[config.mk]
export PLATFORM = sky130hd
export DESIGN_NAME = stamp_capture
export DESIGN_NICKNAME = d
export VERILOG_FILES = /design/src/rtl/icu_pkg.sv /design/src/rtl/icu_front.sv /design/src/rtl/icu_edge.sv /design/src/rtl/icu_regs.sv /design/src/rtl/stamp_capture.sv
export SDC_FILE = /design/constraint.sdc
export NUM_CORES = 1
export LEC_CHECK = 0
export CORE_MARGIN = 1
export CORE_UTILIZATION = 30
export DETAILED_ROUTE_END_ITERATION = 16
export SKIP_LAST_GASP = 1
export SYNTH_ARGS = -nofsm -noshare
export SYNTH_HDL_FRONTEND = slang
export SYNTH_SLANG_ARGS = --single-unit
[constraint.sdc]
create_clock -name clk -period 2.13 [get_ports clk]
set_clock_uncertainty 0.15 [all_clocks]
set_input_delay 0.426 -clock clk [delete_from_list [all_inputs] [get_ports clk]]
set_output_delay 0.426 -clock clk [all_outputs]
set_load 0.02 [all_outputs]
[src/rtl/icu_pkg.sv]
package icu_pkg;
  localparam int CNT_W    = 16;
  localparam int BUS_W    = 8;
  localparam int SYNC_LEN = 2;
  localparam int FILT_LEN = 4;

  // Qualifying transition between the previous and the current level.
  function automatic logic edge_hit(input logic cur, input logic prev, input logic rise);
    return rise ? (cur & ~prev) : (~cur & prev);
  endfunction

  // True when the lowest n bits of v all carry the same value.
  function automatic logic uniform(input logic [31:0] v, input int n);
    logic ones, zeros;
    ones  = 1'b1;
    zeros = 1'b1;
    for (int i = 0; i < 32; i++) begin
      if (i < n) begin
        ones  = ones & v[i];
        zeros = zeros & ~v[i];
      end
    end
    return ones | zeros;
  endfunction
endpackage

[src/rtl/icu_front.sv]
module icu_front
  import icu_pkg::*;
#(
  parameter int SYNC = SYNC_LEN,
  parameter int FLEN = FILT_LEN
) (
  input  logic clk,
  input  logic rst_n,
  input  logic pin_i,
  input  logic cmp_i,
  input  logic src_sel_i,
  input  logic filt_en_i,
  input  logic reload_i,
  output logic sel_o,
  output logic level_o
);
  logic [SYNC-1:0] sync_q;
  logic            synced;

  assign sel_o  = src_sel_i ? cmp_i : pin_i;
  assign synced = sync_q[SYNC-1];

  always_ff @(posedge clk or negedge rst_n) begin
    if (!rst_n)        sync_q <= '0;
    else if (reload_i) sync_q <= {SYNC{sel_o}};
    else               sync_q <= {sync_q[SYNC-2:0], sel_o};
  end

  generate
    if (FLEN > 1) begin : g_filter
      localparam int WL = FLEN - 1;
      logic [WL-1:0] win_q;
      logic          filt_q;
      logic [31:0]   samples;

      assign samples = 32'({win_q, synced});

      always_ff @(posedge clk or negedge rst_n) begin
        if (!rst_n) begin
          win_q  <= '0;
          filt_q <= 1'b0;
        end else if (reload_i) begin
          win_q  <= {WL{sel_o}};
          filt_q <= sel_o;
        end else begin
          win_q <= {win_q[WL-2:0], synced};
          if (uniform(samples, FLEN)) filt_q <= synced;
        end
      end

      assign level_o = filt_en_i ? filt_q : synced;
    end else begin : g_nofilter
      assign level_o = synced;
    end
  endgenerate
endmodule

[src/rtl/icu_edge.sv]
module icu_edge
  import icu_pkg::*;
(
  input  logic clk,
  input  logic rst_n,
  input  logic level_i,
  input  logic sel_i,
  input  logic src_sel_i,
  input  logic filt_en_i,
  input  logic edge_rise_i,
  output logic ctrl_chg_o,
  output logic cap_evt_o
);
  logic       prev_q;
  logic [2:0] ctrl_q;
  logic [2:0] ctrl_now;

  assign ctrl_now   = {src_sel_i, filt_en_i, edge_rise_i};
  assign ctrl_chg_o = (ctrl_now != ctrl_q);
  assign cap_evt_o  = edge_hit(level_i, prev_q, edge_rise_i) & ~ctrl_chg_o;

  always_ff @(posedge clk or negedge rst_n) begin
    if (!rst_n) begin
      prev_q <= 1'b0;
      ctrl_q <= '0;
    end else begin
      ctrl_q <= ctrl_now;
      prev_q <= ctrl_chg_o ? sel_i : level_i;
    end
  end
endmodule

[src/rtl/icu_regs.sv]
module icu_regs
  import icu_pkg::*;
#(
  parameter int CW = CNT_W,
  parameter int BW = BUS_W
) (
  input  logic          clk,
  input  logic          rst_n,
  input  logic          cap_evt_i,
  input  logic [CW-1:0] count_i,
  input  logic          flag_clr_i,
  input  logic          ack_i,
  input  logic          rd_lo_i,
  input  logic          rd_hi_i,
  output logic [CW-1:0] cap_o,
  output logic [BW-1:0] temp_o,
  output logic [BW-1:0] rd_data_o,
  output logic          flag_o
);
  localparam int HW = CW - BW;

  logic [CW-1:0] cap_q;
  logic [HW-1:0] temp_q;
  logic          flag_q;

  always_ff @(posedge clk or negedge rst_n) begin
    if (!rst_n) begin
      cap_q  <= '0;
      temp_q <= '0;
      flag_q <= 1'b0;
    end else begin
      if (cap_evt_i)              cap_q  <= count_i;
      if (rd_lo_i)                temp_q <= cap_q[CW-1:BW];
      if (cap_evt_i)              flag_q <= 1'b1;
      else if (flag_clr_i | ack_i) flag_q <= 1'b0;
    end
  end

  always_comb begin
    if (rd_lo_i)      rd_data_o = cap_q[BW-1:0];
    else if (rd_hi_i) rd_data_o = BW'(temp_q);
    else              rd_data_o = '0;
  end

  assign cap_o  = cap_q;
  assign temp_o = BW'(temp_q);
  assign flag_o = flag_q;
endmodule

[src/rtl/stamp_capture.sv]
module stamp_capture
  import icu_pkg::*;
(
  input  logic             clk,
  input  logic             rst_n,
  input  logic [CNT_W-1:0] count_i,
  input  logic             pin_i,
  input  logic             cmp_i,
  input  logic             src_sel_i,
  input  logic             filt_en_i,
  input  logic             edge_rise_i,
  input  logic             irq_en_i,
  input  logic             flag_clr_i,
  input  logic             ack_i,
  input  logic             rd_lo_i,
  input  logic             rd_hi_i,
  output logic [BUS_W-1:0] rd_data_o,
  output logic             flag_o,
  output logic             irq_o
);
  logic             sel_lvl;
  logic             level;
  logic             ctrl_chg;
  logic             cap_evt;
  logic [CNT_W-1:0] cap_q;
  logic [BUS_W-1:0] temp_q;

  icu_front #(.SYNC(SYNC_LEN), .FLEN(FILT_LEN)) u_front (
    .clk, .rst_n, .pin_i, .cmp_i, .src_sel_i, .filt_en_i,
    .reload_i(ctrl_chg), .sel_o(sel_lvl), .level_o(level)
  );

  icu_edge u_edge (
    .clk, .rst_n, .level_i(level), .sel_i(sel_lvl), .src_sel_i,
    .filt_en_i, .edge_rise_i, .ctrl_chg_o(ctrl_chg), .cap_evt_o(cap_evt)
  );

  icu_regs #(.CW(CNT_W), .BW(BUS_W)) u_regs (
    .clk, .rst_n, .cap_evt_i(cap_evt), .count_i, .flag_clr_i, .ack_i,
    .rd_lo_i, .rd_hi_i, .cap_o(cap_q), .temp_o(temp_q),
    .rd_data_o, .flag_o
  );

  assign irq_o = flag_o & irq_en_i;
endmodule

==> qor.yml <==
grt:
  grt_remaining_overflow: 0
  antenna_found_initial: 0
  grt_max_degree: 36
  grt_pass1_wl_mm: 5.01
  gr-usage-all-layers_pct: 13.0
  grt_pass1_vias: 1059
power_and_ir_drop:
  p_int_mw: 1.55
  swShare_pct: 27.8
  power.switching_uw: 599
  p_seq_share_pct: 48.7
  power.density_cell_area_nw_per_um2: 1010
  p_clk_share_pct: 21.3
  vdd_drop_max_uv: 478
  combPwrFrac_pct: 30.1
  power_leakage_nw: 0.953
status:
  status: "completed"
logic_synthesis:
  syn-instance-count: 97
  synth_cell_types: 23
  ys_seq_area_share_pct: 59.2
  synth.area.top_cells: "dfrtp_1, mux2_2, mux2_4"
  syn-num-nets: 125
  synth.avg_cell_area_um2: 15.3
  synth_area_um2: 1480
  yosysWarnings: 0
  synth_seq_cells: 35
  synth_top_area_share_pct: 59.2
  yosysTopAreaCell: "dfrtp_1"
final_layout:
  drive_gt1_share_pct: 40.4
  final_cell_mix: "dfrtp_1, clkdlybuf4s50_1, buf_4, mux2_2, mux2_4"
  final_common_cell: "dfrtp_1"
  fin_area_um2: 2130
  area.sequential_um2: 876
  fillers: 451
  multi_input_area_um2: 581
  antennaDiodeCount: 0
  area_delta_synth_final_pct: 44.0
  fin_nets: 183
hold_path:
  hp-start: "u_front.sync_q[0]$_DFF_PN0_"
  worstHoldEndpoint: "u_front.sync_q[1]$_DFF_PN0_"
  hold_depth: 1
  hold_class: "register to register"
placed_design:
  hpwl_mm: 2.05
  gp_congestion: 0.767
  portBuffers: 37
  postPlaceCellArea_um2: 2010
worst_setup_path:
  critical_path_class: "primary input to output pin"
  cp-start-kind: "primary input"
  reg2reg_from: "u_front.sync_q[1]$_DFF_PN0_"
  worstPathRequired_ps: 1550
  endpoint_kind: "output pin"
  rrSetupSlack_ps: 60
  r2r.worst_path.cells: 6
  crit_fanout: 5
  arrival_ps: 1510
  r2r-end: "u_regs.cap_o[14]$_DFFE_PN0P_"
detailed_routing:
  drc: 0
  firstDrtPassIters: 4
  via_per_inst: 4.47
  routedLengthMet1_mm: 1.43
  dr_wl_met3_um: 158
  ant_nets: 0
  totalWireLength_mm: 3.14
  wl_met2_mm: 1.52
  drt_iter0_drc: 31
  highest_layer: "met4"
  num_vias: 997
  routedWlPerCell_um: 14.1
clocking:
  clock-root-buffer: "clkbuf_8"
  cts_made_buffers: 5
  cts_tree: "yes"
  clk_pin_slew_ps: 70
  clkSinkCount: 35
  clock_latency_ps: 280
  cts_htree_levels: 2
  hold_buffers: 0
  cts_buffer_depth: 2
floorplan:
  die-area_um2: 5220
  fp.dieW_um: 72.2
  die_y_um: 72.2
  ios: 38
  num_rows: 25
  start_util_pct: 31.3
  core_um2: 4720
timing:
  whs_ps: 332
  worst_slew_pin_slew_ps: 450
  fmax_mhz: 479
  setup_viol: 0
  slew_headroom_pct: 70.0
  final_hold_viol_count: 0
  post-route-period-util_pct: 98.1
  min_period_ps: 2090
  drv_slew: 0
  rsz0062_at_grt: "true"
run:
  max-cap-violations: 0
-- per-layer routing --
metal / vias up / GRT usage [%]
li1: 464 / -
met1: 499 / 16.4
met2: 30 / 20.9
met3: 4 / 3.75
met4: 0 / 5.88
met5: - / 0
-- cells by family after synthesis --
| kind of cell | after synthesis | share of synthesized area (%) |
|---|---|---|
| AO/OA/AOI/OAI | 18 | 9.97 |
| XOR/XNOR | 3 | 1.78 |
| buffers and inverters | 4 | 2.11 |
| flip-flops | 35 | 59.2 |
| multiplexers | 26 | 22.3 |
| AND/OR/NAND/NOR | 11 | 4.65 |
-- power groups by stage --
stage	Combinational (mW)	Sequential, mW	Clock [mW]
floorplan	0.442	1.01	0
global placement	0.661	1.04	0
detailed placement	0.677	1.06	0
CTS	0.635	1.05	0.475
global route	0.698	1.08	0.503
finish	0.648	1.05	0.458
-- through the flow --
| step | util [%] | cells | setup TNS [ps] | total power, mW | setup slack (ps) |
|---|---|---|---|---|---|
| CTS | 44.6 | 221 | -148 | 2.16 | -148 |
| detailed placement | 42.6 | 210 | -10890 | 1.74 | -486 |
| global route | 45.1 | 223 | -24.4 | 2.28 | -19.4 |
| floorplan | - | 97 | 0 | 1.45 | 13.3 |
| global placement | 42.6 | 210 | -10810 | 1.70 | -463 |
| finish | 45.1 | 223 | 0 | 2.15 | 40.9 |
-- what timing repair did --
item,4_1_cts,5_1_grt
setup endpoints to repair,25,22
buffers inserted,2,3
gates resized for setup,36,12
pin swaps,1,2
cloned,1,0
-- state kept, by name, indices dropped and copies added, names as in the netlist --
| name | cells |
|---|---|
| u_edge.ctrl_q | 3 |
| u_edge.prev_q | 1 |
| u_front.g_filter.filt_q | 1 |
| u_front.g_filter.win_q | 3 |
| u_front.sync_q | 2 |
| u_regs.cap_o | 16 |
| u_regs.flag_o | 1 |
| u_regs.temp_o | 8 |
-- layout make-up --
class / instances / share of cell area [%]
clock buffer: 7 / 3.58
clock inverter: 1 / 0.235
multi-input combinational: 58 / 27.2
sequential: 35 / 41.1
tap: 67 / 3.93
timing repair buffer: 55 / 23.9
-- worst max-delay path by stage --
stage | slack [ps] | startpoint | endpoint
after global placement | -460 | rd_hi_i | rd_data_o[0]
after detailed placement | -490 | filt_en_i | u_regs.cap_o[5]$_DFFE_PN0P_
after floorplan | 10 | filt_en_i | u_regs.cap_o[10]$_DFFE_PN0P_
after CTS | -150 | rd_hi_i | rd_data_o[0]
final | 40 | rd_hi_i | rd_data_o[0]
after global routing | -20 | rd_hi_i | rd_data_o[0]
-- synth_stat cells --
master	number
and2_1	1
o21ai_0	1
mux2_2	16
mux2_4	10
clkbuf_1	2
buf_12	1
a31oi_1	1
a21oi_1	1
a21o_2	1
o21a_1	6
buf_1	1
a22o_1	7
or3b_4	1
nor2b_1	1
nand2_1	2
a21oi_4	1
or3_1	1
nor2_1	2
nand3b_1	1
dfrtp_1	35
nand3_2	1
xnor2_1	3
nand2b_1	1
-- critical path, cell delays in order --
cell and delay, ps:
clkdlybuf4s50_1 440, nor2b_4 140, buf_4 160, a22o_1 180, buf_4 150
(Power assumes the default switching activity.)
